### config.mk
export PLATFORM = sky130hd
export DESIGN_NAME = h2c_req_bridge
export DESIGN_NICKNAME = d
export VERILOG_FILES = /design/src/rtl/h2c_pkg.sv /design/src/rtl/h2c_fifo.sv /design/src/rtl/h2c_req.sv /design/src/rtl/h2c_req_bridge.sv
export SDC_FILE = /design/constraint.sdc
export NUM_CORES = 1
export LEC_CHECK = 0
export ABC_AREA = 1
export BUFFER_PORTS_ARGS = -buffer_cell sky130_fd_sc_hd__buf_2
export CAP_MARGIN = 20
export CORE_MARGIN = 5
export CORE_UTILIZATION = 58
export DETAILED_ROUTE_END_ITERATION = 8
export PLACE_DENSITY = 0.9
export SLEW_MARGIN = 5
export SYNTH_ARGS = -nofsm -noshare
export SYNTH_HDL_FRONTEND = slang
export SYNTH_SLANG_ARGS = --single-unit
### constraint.sdc
create_clock -name clk -period 2.8 [get_ports clk]
set_clock_uncertainty 0.15 [all_clocks]
set_input_delay 0.28 -clock clk [delete_from_list [all_inputs] [get_ports clk]]
set_output_delay 0.28 -clock clk [all_outputs]
set_load 0.01 [all_outputs]
### src/rtl/h2c_pkg.sv
package h2c_pkg;
   // status/control register bit positions
   localparam int GO_BIT   = 0;
   localparam int RV_BIT   = 1;
   localparam int OVF_BIT  = 6;
   localparam int FULL_BIT = 7;
endpackage

### src/rtl/h2c_fifo.sv
module h2c_fifo #(
   parameter int DW    = 16,
   parameter int DEPTH = 8,
   localparam int PW   = (DEPTH > 1) ? $clog2(DEPTH) : 1,
   localparam int LW   = $clog2(DEPTH + 1)
) (
   input  logic          clk,
   input  logic          rst_n,
   input  logic          flush,
   input  logic          push,
   input  logic [DW-1:0] wdata,
   input  logic          pop,
   output logic [DW-1:0] rdata,
   output logic [LW-1:0] level
);
   logic [DW-1:0] mem [DEPTH];
   logic [PW-1:0] wr_ptr, rd_ptr, wr_nx, rd_nx;

   generate
      if ((DEPTH & (DEPTH - 1)) == 0) begin : g_pow2
         assign wr_nx = wr_ptr + 1'b1;
         assign rd_nx = rd_ptr + 1'b1;
      end else begin : g_wrap
         assign wr_nx = (wr_ptr == PW'(DEPTH - 1)) ? '0 : wr_ptr + 1'b1;
         assign rd_nx = (rd_ptr == PW'(DEPTH - 1)) ? '0 : rd_ptr + 1'b1;
      end
   endgenerate

   assign rdata = mem[rd_ptr];

   always_ff @(posedge clk) begin
      if (push && !flush) mem[wr_ptr] <= wdata;
   end

   always_ff @(posedge clk or negedge rst_n) begin
      if (!rst_n) begin
         wr_ptr <= '0;
         rd_ptr <= '0;
         level  <= '0;
      end else if (flush) begin
         wr_ptr <= '0;
         rd_ptr <= '0;
         level  <= '0;
      end else begin
         if (push) wr_ptr <= wr_nx;
         if (pop)  rd_ptr <= rd_nx;
         level <= level + LW'(push) - LW'(pop);
      end
   end
endmodule

### src/rtl/h2c_req.sv
module h2c_req #(
   parameter int DW    = 16,
   parameter int DEPTH = 8,
   parameter int GROUP = 4,
   localparam int GW   = $clog2(GROUP),
   localparam int KW   = $clog2(DEPTH + 1)
) (
   input  logic          clk,
   input  logic          rst_n,
   input  logic          flush,
   input  logic          push_ok,
   input  logic          mode_ok,
   input  logic          dma_en,
   input  logic          pop_req,
   input  logic          cnt_we,
   input  logic [DW-1:0] cnt_wdata,
   output logic          pop_ok,
   output logic          dreq,
   output logic          done,
   output logic [DW-1:0] cnt_q
);
   logic [GW-1:0] grp_q;
   logic [KW-1:0] cred_q;
   logic          grant;

   assign grant  = push_ok && (grp_q == GW'(GROUP - 1)) && mode_ok && dma_en;
   assign dreq   = (cred_q != '0);
   assign pop_ok = pop_req && dreq;
   assign done   = pop_ok && !cnt_we && (cnt_q == DW'(1));

   always_ff @(posedge clk or negedge rst_n) begin
      if (!rst_n) begin
         grp_q  <= '0;
         cred_q <= '0;
      end else if (flush) begin
         grp_q  <= '0;
         cred_q <= '0;
      end else begin
         if (push_ok) grp_q <= grp_q + 1'b1;
         cred_q <= cred_q + (grant ? KW'(GROUP) : KW'(0)) - (pop_ok ? KW'(1) : KW'(0));
      end
   end

   always_ff @(posedge clk or negedge rst_n) begin
      if (!rst_n)                          cnt_q <= '0;
      else if (cnt_we)                     cnt_q <= cnt_wdata;
      else if (pop_ok && cnt_q != '0)      cnt_q <= cnt_q - 1'b1;
   end
endmodule

### src/rtl/h2c_req_bridge.sv
module h2c_req_bridge
   import h2c_pkg::*;
#(
   parameter int DW    = 16,
   parameter int AW    = 6,
   parameter int DEPTH = 8,
   parameter int GROUP = 4,
   parameter logic [AW-1:0] CTL_OFS = 'h06,
   parameter logic [AW-1:0] LEN_OFS = 'h10,
   parameter logic [AW-1:0] DAT_OFS = 'h12,
   localparam int LW = $clog2(DEPTH + 1)
) (
   input  logic          clk,
   input  logic          rst_n,
   input  logic          hst_we,
   input  logic [AW-1:0] hst_addr,
   input  logic [DW-1:0] hst_wdata,
   output logic [DW-1:0] hst_rdata,
   input  logic          dma_mode_ok,
   input  logic          dma_en,
   input  logic          dma_cnt_we,
   input  logic [DW-1:0] dma_cnt_wdata,
   output logic [DW-1:0] dma_count,
   input  logic          dma_pop,
   output logic          dma_dreq,
   output logic [DW-1:0] dma_data,
   output logic          xfer_end,
   output logic          rv_out,
   output logic          anom_nostart,
   output logic          anom_len
);
   generate
      if (GROUP < 2 || (GROUP & (GROUP - 1)) != 0) begin : g_bad_group
         $error("GROUP must be a power of two of at least 2");
      end
      if (DEPTH < GROUP || (DEPTH % GROUP) != 0) begin : g_bad_depth
         $error("DEPTH must be a nonzero multiple of GROUP");
      end
      if (DW <= FULL_BIT) begin : g_bad_dw
         $error("DW too narrow for status bits");
      end
   endgenerate

   logic [DW-1:0] len_q;
   logic go_q, rv_q, ovf_q, full_q, xend_q, anom_ns_q, anom_len_q;
   logic wr_ctl, wr_len, wr_dat, push_ok, drop_full, pop_ok, done, flush;
   logic [LW-1:0] level;
   logic [LW:0]   lvl_nx;

   assign wr_ctl    = hst_we && (hst_addr == CTL_OFS);
   assign wr_len    = hst_we && (hst_addr == LEN_OFS);
   assign wr_dat    = hst_we && (hst_addr == DAT_OFS);
   assign push_ok   = wr_dat && go_q && !full_q;
   assign drop_full = wr_dat && go_q && full_q;
   assign flush     = done || (wr_ctl && go_q && !hst_wdata[GO_BIT]);
   assign lvl_nx    = (LW+1)'(level) + (LW+1)'(push_ok) - (LW+1)'(pop_ok);

   h2c_fifo #(.DW(DW), .DEPTH(DEPTH)) u_fifo (
      .clk(clk), .rst_n(rst_n), .flush(flush),
      .push(push_ok), .wdata(hst_wdata),
      .pop(pop_ok), .rdata(dma_data), .level(level)
   );

   h2c_req #(.DW(DW), .DEPTH(DEPTH), .GROUP(GROUP)) u_req (
      .clk(clk), .rst_n(rst_n), .flush(flush), .push_ok(push_ok),
      .mode_ok(dma_mode_ok), .dma_en(dma_en), .pop_req(dma_pop),
      .cnt_we(dma_cnt_we), .cnt_wdata(dma_cnt_wdata),
      .pop_ok(pop_ok), .dreq(dma_dreq), .done(done), .cnt_q(dma_count)
   );

   always_ff @(posedge clk or negedge rst_n) begin
      if (!rst_n) begin
         len_q      <= '0;
         go_q       <= 1'b0;
         rv_q       <= 1'b0;
         ovf_q      <= 1'b0;
         full_q     <= 1'b0;
         xend_q     <= 1'b0;
         anom_ns_q  <= 1'b0;
         anom_len_q <= 1'b0;
      end else begin
         if (wr_len) len_q <= hst_wdata;
         if (done)        go_q <= 1'b0;
         else if (wr_ctl) go_q <= hst_wdata[GO_BIT];
         if (wr_ctl) rv_q <= hst_wdata[RV_BIT];
         if (wr_ctl && !go_q && hst_wdata[GO_BIT]) ovf_q <= 1'b0;
         else if (drop_full)                       ovf_q <= 1'b1;
         if (flush)                          full_q <= 1'b0;
         else if (lvl_nx == (LW+1)'(DEPTH))  full_q <= 1'b1;
         else if (lvl_nx == '0)              full_q <= 1'b0;
         if (dma_cnt_we) xend_q <= 1'b0;
         else if (done)  xend_q <= 1'b1;
         anom_ns_q  <= wr_dat && !go_q;
         anom_len_q <= dma_cnt_we && (dma_cnt_wdata != len_q);
      end
   end

   always_comb begin
      hst_rdata = '0;
      if (hst_addr == LEN_OFS) begin
         hst_rdata = len_q;
      end else if (hst_addr == CTL_OFS) begin
         hst_rdata[GO_BIT]   = go_q;
         hst_rdata[RV_BIT]   = rv_q;
         hst_rdata[OVF_BIT]  = ovf_q;
         hst_rdata[FULL_BIT] = full_q;
      end
   end

   assign xfer_end     = xend_q;
   assign rv_out       = rv_q;
   assign anom_nostart = anom_ns_q;
   assign anom_len     = anom_len_q;
endmodule

After elaboration in Yosys (flattened, before gate mapping)
Memories as Yosys holds them, arrays and structs flattened. Cells that the tools add are included.

Flip-flop bits (word level): 55. Bits in latches: 0. Memory bits (writable): 128. ROM bits: 0. Output and inout port bits: 53. Logic and storage cells: 97. Memories: 1.

Add/sub/neg operators: 10. $mul: 0. Divide/modulo/power cells: 0. $lt $le $gt $ge: 0. Eq/ne operators: 7. Shift-type cells: 0. Multiplexer cells: 29. Bitwise logic cells: 0. Reductions and logical operators: 36.

Memories: u_fifo.mem (depth 8, bits a word 16, read ports 1, clocked after Yosys merged registers in 0, wr ports 1, line h2c_fifo.sv:16) `logic [DW-1:0] mem [DEPTH];`.

Operators with widths (number): two-way mux 16 bit (2); logical AND 1 bit (20); == test 16 x 1 -> 1 bit (second input constant) (1); != test 16 bit (1); nonzero test 16 bit (1); subtractor 16 x 1 -> 16 bit (second input constant) (1); two-way mux 3 bit (5); == test 6 x 5 -> 1 bit (second input constant) (2); two-way mux 1 bit (12); two-way mux 2 bit (6); two-way mux 4 bit (3); nonzero test 2 bit (6); two-way mux 8 bit (1); adder 3 x 1 -> 3 bit (second input constant) (2); == test 6 x 3 -> 1 bit (second input constant) (1); adder 4 x 1 -> 5 bit (1); == test 5 x 4 -> 1 bit (second input constant) (1); logical NOT 1 bit (5); logical NOT 5 bit (1); subtractor 5 x 1 -> 5 bit (1); adder 4 x 1 -> 4 bit (1); adder 4 bit (1); nonzero test 4 bit (1); subtractor 4 x 1 -> 4 bit (1); other kinds (5) (5).

Longest topological paths before layout
Gate-level depths: netlist (run 1).

Depth in word-level cells: 11. Depth in mapped cells: 16. Gate-level depth less buffers: 16.

Modules after synthesis
From an unflattened synthesis (run 1), not the netlist that was laid out.

Cell total of the unflattened synthesis: 1080. Area, all modules: 9407.8 um^2.

By module, submodules not included: h2c_fifo (times used 1, cells an instance 630, area each 6214.7 um^2, seq. area each 4093.9 um^2); h2c_req (times used 1, cells an instance 237, area each 1615.3 um^2, seq. area each 550.5 um^2); h2c_req_bridge (times used 1, cells an instance 213, area each 1577.8 um^2, seq. area each 575.6 um^2).

Least setup slack after synthesis (run 1)
No wires, ideal clock.

Path type: reg-to-reg. Start point: register u_req.cred_q[1]. End point: register full_q. Arrival: 2211 ps. Path slack: 325 ps. Cell stages (with the launch flop): 14. Clock period less this slack: 2475 ps. Path through: dfrtp_1 > nor2_1 > nand2_1 > nand2_1 > inv_2 > ha_1 > inv_1 > ha_1 > fa_1 > xor2_1 > nor3_1 > nand3_1 > nand2_1 > nor2_1.

Cells in the longest elaborated chain, start to end: 6. Elaborated cells between the ends (all ways): 11. Classes of those cells: 1 x add/sub; 1 x eq/ne; 2 x mux; 7 x reduce/logical.

Ends and longest elaborated chain: from (decl) (line h2c_req.sv:23) `logic [KW-1:0] cred_q;`; from (signal assigned) (line h2c_req.sv:40) `cred_q <= cred_q + (grant ? KW'(GROUP) : KW'(0)) - (pop_ok ? KW'(1) : KW'(0));`; nonzero test 4 bit (*) (line h2c_req.sv:27) `assign dreq = (cred_q != '0);`; net dma_dreq (line h2c_req_bridge.sv:25) `output logic dma_dreq,`; logical AND 1 bit (*) (line h2c_req.sv:28) `assign pop_ok = pop_req && dreq;`; subtractor 5 x 1 -> 5 bit or logical AND 1 bit (tied branches) (line h2c_req_bridge.sv:56, h2c_req.sv:29); == test 5 x 4 -> 1 bit or logical AND 1 bit (tied branches) (line h2c_req_bridge.sv:89, h2c_req.sv:29); two-way mux 1 bit or logical OR 1 bit (tied branches) (line h2c_req_bridge.sv:89, h2c_req_bridge.sv:55); two-way mux 1 bit or nonzero test 3 bit (tied branches); to (signal assigned) (line h2c_req_bridge.sv:88) `if (flush) full_q <= 1'b0;`; to (signal assigned) (line h2c_req_bridge.sv:89) `else if (lvl_nx == (LW+1)'(DEPTH)) full_q <= 1'b1;`; to (signal assigned) (line h2c_req_bridge.sv:90) `else if (lvl_nx == '0) full_q <= 1'b0;`; to (decl) (line h2c_req_bridge.sv:45) `logic go_q, rv_q, ovf_q, full_q, xend_q, anom_ns_q, anom_len_q;`.

The timed path passes the listed nets; every way through them passes the cells marked *. A chain may end at the register's enable or synchronous reset.

Worst setup path in the final report (run 1)
Start point: register u_fifo.rd_ptr[0]. End point: output dma_data[11].

Cells in the longest elaborated chain, start to end: 1.

Ends and longest elaborated chain: from (decl) (line h2c_fifo.sv:17) `logic [PW-1:0] wr_ptr, rd_ptr, wr_nx, rd_nx;`; from (signal assigned) (line h2c_fifo.sv:46) `if (pop) rd_ptr <= rd_nx;`; memory (8 x 16 bit); to (decl) (line h2c_req_bridge.sv:26) `output logic [DW-1:0] dma_data,`.

No other way between the ends.

==> results of run 1 <==
## flip-flops by register name, indices dropped and copies added (netlist names)
| signal | count |
|---|---|
| anom_len | 1 |
| anom_nostart | 1 |
| full_q | 1 |
| go_q | 1 |
| len_q | 16 |
| ovf_q | 1 |
| rv_out | 1 |
| u_fifo.level | 4 |
| u_fifo.mem | 128 |
| u_fifo.rd_ptr | 3 |
| u_fifo.wr_ptr | 3 |
| u_req.cnt_q | 16 |
| u_req.cred_q | 4 |
| u_req.grp_q | 2 |
| xfer_end | 1 |
## routing by layer
layer  track usage, %  part of all wire (%)
met1            33.81                    40
met2            41.58                    49
met3            4.959                   8.3
met4            8.046                   2.6
met5                0                     0
## cells in the mapped netlist (8+ instances only)
cell | count | area, um2
o22ai_1 | 33 | 206.5
a21oi_1 | 17 | 85.08
clkbuf_1 | 11 | 41.29
buf_2 | 9 | 45.04
inv_1 | 64 | 240.2
dfrtp_1 | 55 | 1376
xnor2_1 | 9 | 78.83
nor2_1 | 116 | 435.4
edfxtp_1 | 128 | 3844
ha_1 | 13 | 162.7
nand3_1 | 38 | 190.2
nand2_1 | 195 | 732.0
nand4_1 | 11 | 68.82
nand3b_1 | 8 | 60.06
mux2i_1 | 32 | 320.3
o21ai_0 | 42 | 210.2
## worst max path at each step
stage	cells after the start	start	end	slack (ps)
3_5_place_dp	13	u_req.cred_q[1]$_DFF_PN0_	full_q$_DFFE_PN0P_	240
2_1_floorplan	13	u_req.cred_q[1]$_DFF_PN0_	full_q$_DFFE_PN0P_	330
3_3_place_gp	14	u_req.cred_q[1]$_DFF_PN0_	full_q$_DFFE_PN0P_	350
5_1_grt	14	u_req.cred_q[1]$_DFF_PN0_	full_q$_DFFE_PN0P_	60
4_1_cts	6	u_fifo.rd_ptr[0]$_DFFE_PN0P_	dma_data[11]	180
6_report	6	u_fifo.rd_ptr[0]$_DFFE_PN0P_	dma_data[11]	180
## layout make-up
type	count	area, um2	area share (%)
clock buffer	17	425.4	4.279
clock inverter	14	171.4	1.724
sequential	183	5221	52.52
inverter	66	247.7	2.492
tap	184	230.2	2.316
timing repair buffer	129	785.8	7.904
multi-input combinational	545	2859	28.76
## through the flow
step                hold slack (ps)  power [uW]  worst slack [ps]  util [%]
floorplan                    -165.6        5217             325.1         -
global placement             -66.86        5946             354.1     63.78
detailed placement           -67.37        6080             235.1     63.78
CTS                           1.059        8532             182.9     68.88
global route                  1.029        9018             56.88     68.92
finish                        3.828        8547             182.6     68.92
## cells by family (layout without fill, tap and decap cells)
kind of cell	after synthesis	after routing	share of synthesized area, %
DFF	183	183	61.64
muxes	32	32	3.783
xor gates and xnor gates	14	14	1.448
adders and majority gates	15	15	2.394
AOI/OAI and AO/OA	97	97	6.486
buffers and inverters	96	226	4.654
and+or+nand+nor	387	387	19.59
## where the power goes
group          internal, uW  leakage, uW  switching (uW)
Clock                  1410     0.000294            1020
Sequential             3090      0.00178             180
Combinational          1060      0.00233            1780
## what timing repair did
action / CTS / global route
gates resized for setup: 0 / 1
endpoints found under the setup margin: 0 / 1
endpoints found under the hold margin: 78 / 0
hold buffers: 14 / 0
==> metrics, run 1 <==
CP peak stage delay=480 ps; commonest non-fill, non-tap cell in the layout=nand2_1; post-synthesis register bit count=183; die extent in x=around 130 um; Setup-failing EPs final=0; I/O Buffers=97; clk_lat worst skew=~420 ps; CTS sink cnt=183; Cells after Synth=824; crit-path max FO=43; via count=about 6500; Mean Syn Cell Area=10.28 um2; initial core utilization=58.71%; TNS Setup=0 ps; Routed WL per cell=18.08 um; Initial DRC Count=628; overall global routing resource usage=25.13%; crit end category=primary output; Crit-path slowest cell=buf_4; fmax=~380 MHz; Mapped Nets=884; worst slew pin tran=943.1 ps; nets@finish=about 1000; Leakage=0.004411 uW; Max-cap violations=0; FILL cells=1009; drt drc=0; Peak supply drop=454.0 uV; post-placement cell count=1093; die area=17120 um2; RSZ-0062 raised after global routing=false; PwrDens=around 860 nW/um2; clk root buf=clkbuf_16; Setup CP Type=reg -> out; cell area after placement=9199 um2; top_reg_cell synth=edfxtp_1; CP top delay family=buffers and inverters; Hold Vio Cnt, Final=0; CP required=2370 ps; Final min period=2617 ps; fin area=9941 um2; CP bufs+invs=2; via/cell ratio=5.711; vias in the first global route=around 6500; final WL=a little over 20000 um; class of the worst hold path=in -> reg; Core Rows=44; reg2reg path depth=14; relative slew slack=a little under two fifths; layout cells sized above 1=17.51%; hold path start=hst_wdata[12]; number of I/O pins=98; Arr. time, crit path=2190 ps; Pins Over Slew Limit=0; Syn Std Cell Area=approximately 8500 um2; TritonCTS clock tree=done; Reg clk slew, reported paths=around 70 ps; total number of yosys warnings=0; ANT nets after route=0; crit-path cells=buf_4, o21ai_0, o22ai_1, nand2_1, nand2_1, buf_2; GRT overflow=0; Synth async-reset ratio=30.05%; reg2reg setup slack=280 ps; routability-driven placement congestion ratio=0.9120; core area=14420 um2; fin crit share=roughly 93%; commonest cells after routing, fill and taps aside=195 x nand2_1, 128 x edfxtp_1, 116 x nor2_1; Yosys cell types=33; DRT Pass-1 Iters=6; hold worst-path end=u_fifo.mem[1][12]$_DFFE_PP_; RR Endpoint=full_q$_DFFE_PN0P_; CTS max path bufs=2; Post-CTS Setup Repair Bufs=0; area delta synth->final=17.39%; final std cells w/o fill=1138; Num CTS Buffers=17; HPWL Detailed=between 10000 and 15000 um; Hold Path Stages=1; most used cell, CP=nand2_1; initial antenna violation count=0; first-pass GRT wire length=33040 um; CP Launch Type=register; H-Tree Depth=4; largest net degree at the start of global routing=65; Post-synth EDFFs=128; sequential cell area fraction in the yosys report=61.64%; status=finished clean; reg2reg start=u_req.cred_q[1]$_DFF_PN0_; ant diodes=0; Die Ht=130.8 um
Note: power is estimated with default switching activity, not from simulation.
==> inputs of run 2 (changes only) <==
- PLACE_DENSITY: 0.9 -> 0.82
==> run 2 against run 1 <==
Compared with the run above: routed wire length shrank 4.6%; sequential share of layout area is 0.060 points higher; global-route usage decreased by 1.4 points; critical endpoint is now dma_data[12]; register-to-register slack barely moved; via count fell by 2.6%; highest routed layer unchanged; power decreased by 1.9%; cell area shrank 0.11%; clock-buffer cell count is 3 higher.
==> metrics, run 2 (same netlist as run 1, synthesis figures left out) <==
commonest cells after routing, fill and taps aside=195 x nand2_1, 128 x edfxtp_1, 116 x nor2_1; Routed WL per cell=17.20 um (-4.9%); drt drc=0 (unchanged); clk_lat worst skew=430 ps (about the same); status=finished clean; DRT Pass-1 Iters=5 (-1); Most Used Layer, Global Route=met2; CP peak stage delay=430 ps (-50 ps); largest net degree at the start of global routing=67 (+3.1%); fin crit share=91.29% (-2.2 points); CP bufs+invs=3 (+1); switch share=34.60% (-0.30 points); Hold Vio Cnt, Final=0 (unchanged); vias in the first global route=6115 (-6.2%); FILL cells=1065 (+5.6%); number of I/O pins=98 (unchanged); final WL=19630 um (-4.6%); CP Launch Type=register; commonest non-fill, non-tap cell in the layout=nand2_1; overall global routing resource usage=23.76% (-1.4 points); Num CTS Buffers=17 (unchanged); HPWL Detailed=12920 um (-4.0%); CTS max path bufs=2 (unchanged); core area=14420 um2 (unchanged); Core Rows=44 (unchanged); H-Tree Depth=4 (unchanged); crit-path max FO=15 (-65%); CTS sink cnt=183 (unchanged); Setup-failing EPs final=0 (unchanged); Peak supply drop=474.7 uV (+4.6%); relative slew slack=37.19% (+0.21 points); crit end category=primary output; die extent in x=130.8 um (unchanged); first-pass GRT wire length=30940 um (-6.4%); layout cells sized above 1=17.35% (-0.16 points); Die Ht=130.8 um (unchanged); die area=17120 um2 (unchanged); TritonCTS clock tree=done; Crit-path slowest cell=dfrtp_2; ant diodes=0 (unchanged); class of the worst hold path=in -> reg; sequential power share=39.0% (+0.7 points); Pins Over Slew Limit=0 (unchanged); Final min period=2556 ps (-61.36 ps); GRT met2 Usage=39.42% (-2.2 points); initial core utilization=58.71% (unchanged); nets@finish=1004 (+0.20%); clk root buf=clkbuf_16; grt met1 use=32.07% (-1.7 points); GRT overflow=0 (unchanged); Top reg by flops=u_fifo.mem; cell area after placement=9206 um2 (about the same); CP top delay family=buffers and inverters; Clk pwr share=27.5% (-1.0 points); fin area=9930 um2 (-0.11%); combinational power share=33.5% (+0.3 points); crit-path cells=inv_1, buf_4, nor2_1, o22ai_1, nand2_1, nand2_1, buf_2; area delta synth->final=17.26%; Largest register FFs=128 (unchanged); initial antenna violation count=0 (unchanged); Setup CP Type=reg -> out; Post-CTS Setup Repair Bufs=0 (unchanged); PwrDens=844.5 nW/um2 (-1.8%); routability-driven placement congestion ratio=0.8931 (-2.1%); RSZ-0062 raised after global routing=false; via/cell ratio=5.546 (-2.9%); I/O Buffers=97 (unchanged); ANT nets after route=0 (unchanged); P_sw=2901 uW (-2.7%); biggest registers after layout=u_fifo.mem: 128 flops, len_q: 16 flops, u_req.cnt_q: 16 flops; Arr. time, crit path=2130 ps (-60 ps); GR Util met3=4.919% (-0.041 points); TNS Setup=0 ps (unchanged); internal cell power=5484 uW (-1.4%); Leakage=0.004381 uW (-0.70%); Max-cap violations=0 (unchanged); worst slew pin tran=939.9 ps (-3.125 ps); CP required=2370 ps (about the same); most used cell, CP=nand2_1; Initial DRC Count=520 (-17%); Reg clk slew, reported paths=70 ps (about the same); fmax=391.2 MHz (+2.4%); via count=6328 (-2.6%)
-- run 2: cell types whose count changed in the layout (fill, tap and decap cells not counted), sizes merged --
cell         previous run  this run
dlygate4sd3            14        15
clkinvlp                1         6
buf                   115       116
clkinv                  4         3
bufinv                  3         2
clkbuf                 17        20
inv                    72        67
-- run 2: timing repair --
item,in CTS,in global routing
endpoints found under the hold margin,43,0
setup endpoints to repair,0,1
gates resized for setup,0,1
hold buffers,15,0
-- run 2: final timing paths --
| kind | to | depth (start not counted) | from | slack [ps] |
|---|---|---|---|---|
| max | dma_data[12] | 7 | u_fifo.rd_ptr[0]$_DFFE_PN0P_ | 240 |
| min | u_req.cnt_q[15]$_DFFE_PN0P_ | 3 | dma_cnt_wdata[15] | 10 |
| max reg2reg | full_q$_DFFE_PN0P_ | 14 | u_req.cred_q[1]$_DFF_PN0_ | 290 |
| min reg2reg | ovf_q$_DFFE_PN0P_ | 2 | ovf_q$_DFFE_PN0P_ | 360 |
| max in group asynchronous | len_q[4]$_DFFE_PN0P_ | 3 | rst_n | 1650 |
| min in group asynchronous | anom_len$_DFF_PN0_ | 2 | rst_n | 200 |
-- run 2: area by class of cell --
class | count | area (um2) | area share [%]
Sequential cell | 183 | 5221 | 52.58
Multi-Input combinational cell | 545 | 2859 | 28.79
Timing Repair Buffer | 131 | 803.3 | 8.090
Clock buffer | 20 | 436.7 | 4.398
Inverter | 66 | 247.7 | 2.495
Tap cell | 184 | 230.2 | 2.319
Clock inverter | 12 | 131.4 | 1.323
-- run 2: worst min-delay path: stages --
cell	delay, ps
buf_2	130
nand2_1	80
nand3_1	80
-- run 2: power by group through the flow --
stage / clock [uW] / combinational, uW / sequential [uW]
4_1_cts: 2320 / 2810 / 3270
6_report: 2300 / 2810 / 3270
3_3_place_gp: 0 / 2670 / 3310
3_5_place_dp: 0 / 2770 / 3320
5_1_grt: 2450 / 3120 / 3300
2_1_floorplan: 0 / 1920 / 3290
-- run 2: per-stage QoR --
stage | std cells | utilization [%] | power [uW] | worst slack (ps) | hold WS [ps]
final | 1141 | 68.84 | 8385 | 244.0 | 13.46
after global routing | 1141 | 68.84 | 8867 | 84.43 | 19.38
after CTS | 1141 | 68.81 | 8399 | 203.7 | 2.372
after detailed placement | 1094 | 63.83 | 6088 | 221.7 | 115.1
after global placement | 1094 | 63.83 | 5985 | 351.1 | 107.0
after floorplan | 824 | - | 5217 | 325.1 | -165.6
-- run 2: routing by layer --
layer	wire [um]	vias up
met5	0	-
met4	255	0
met3	1284	23
met2	9917	215
met1	8173	3058
li1	-	3032
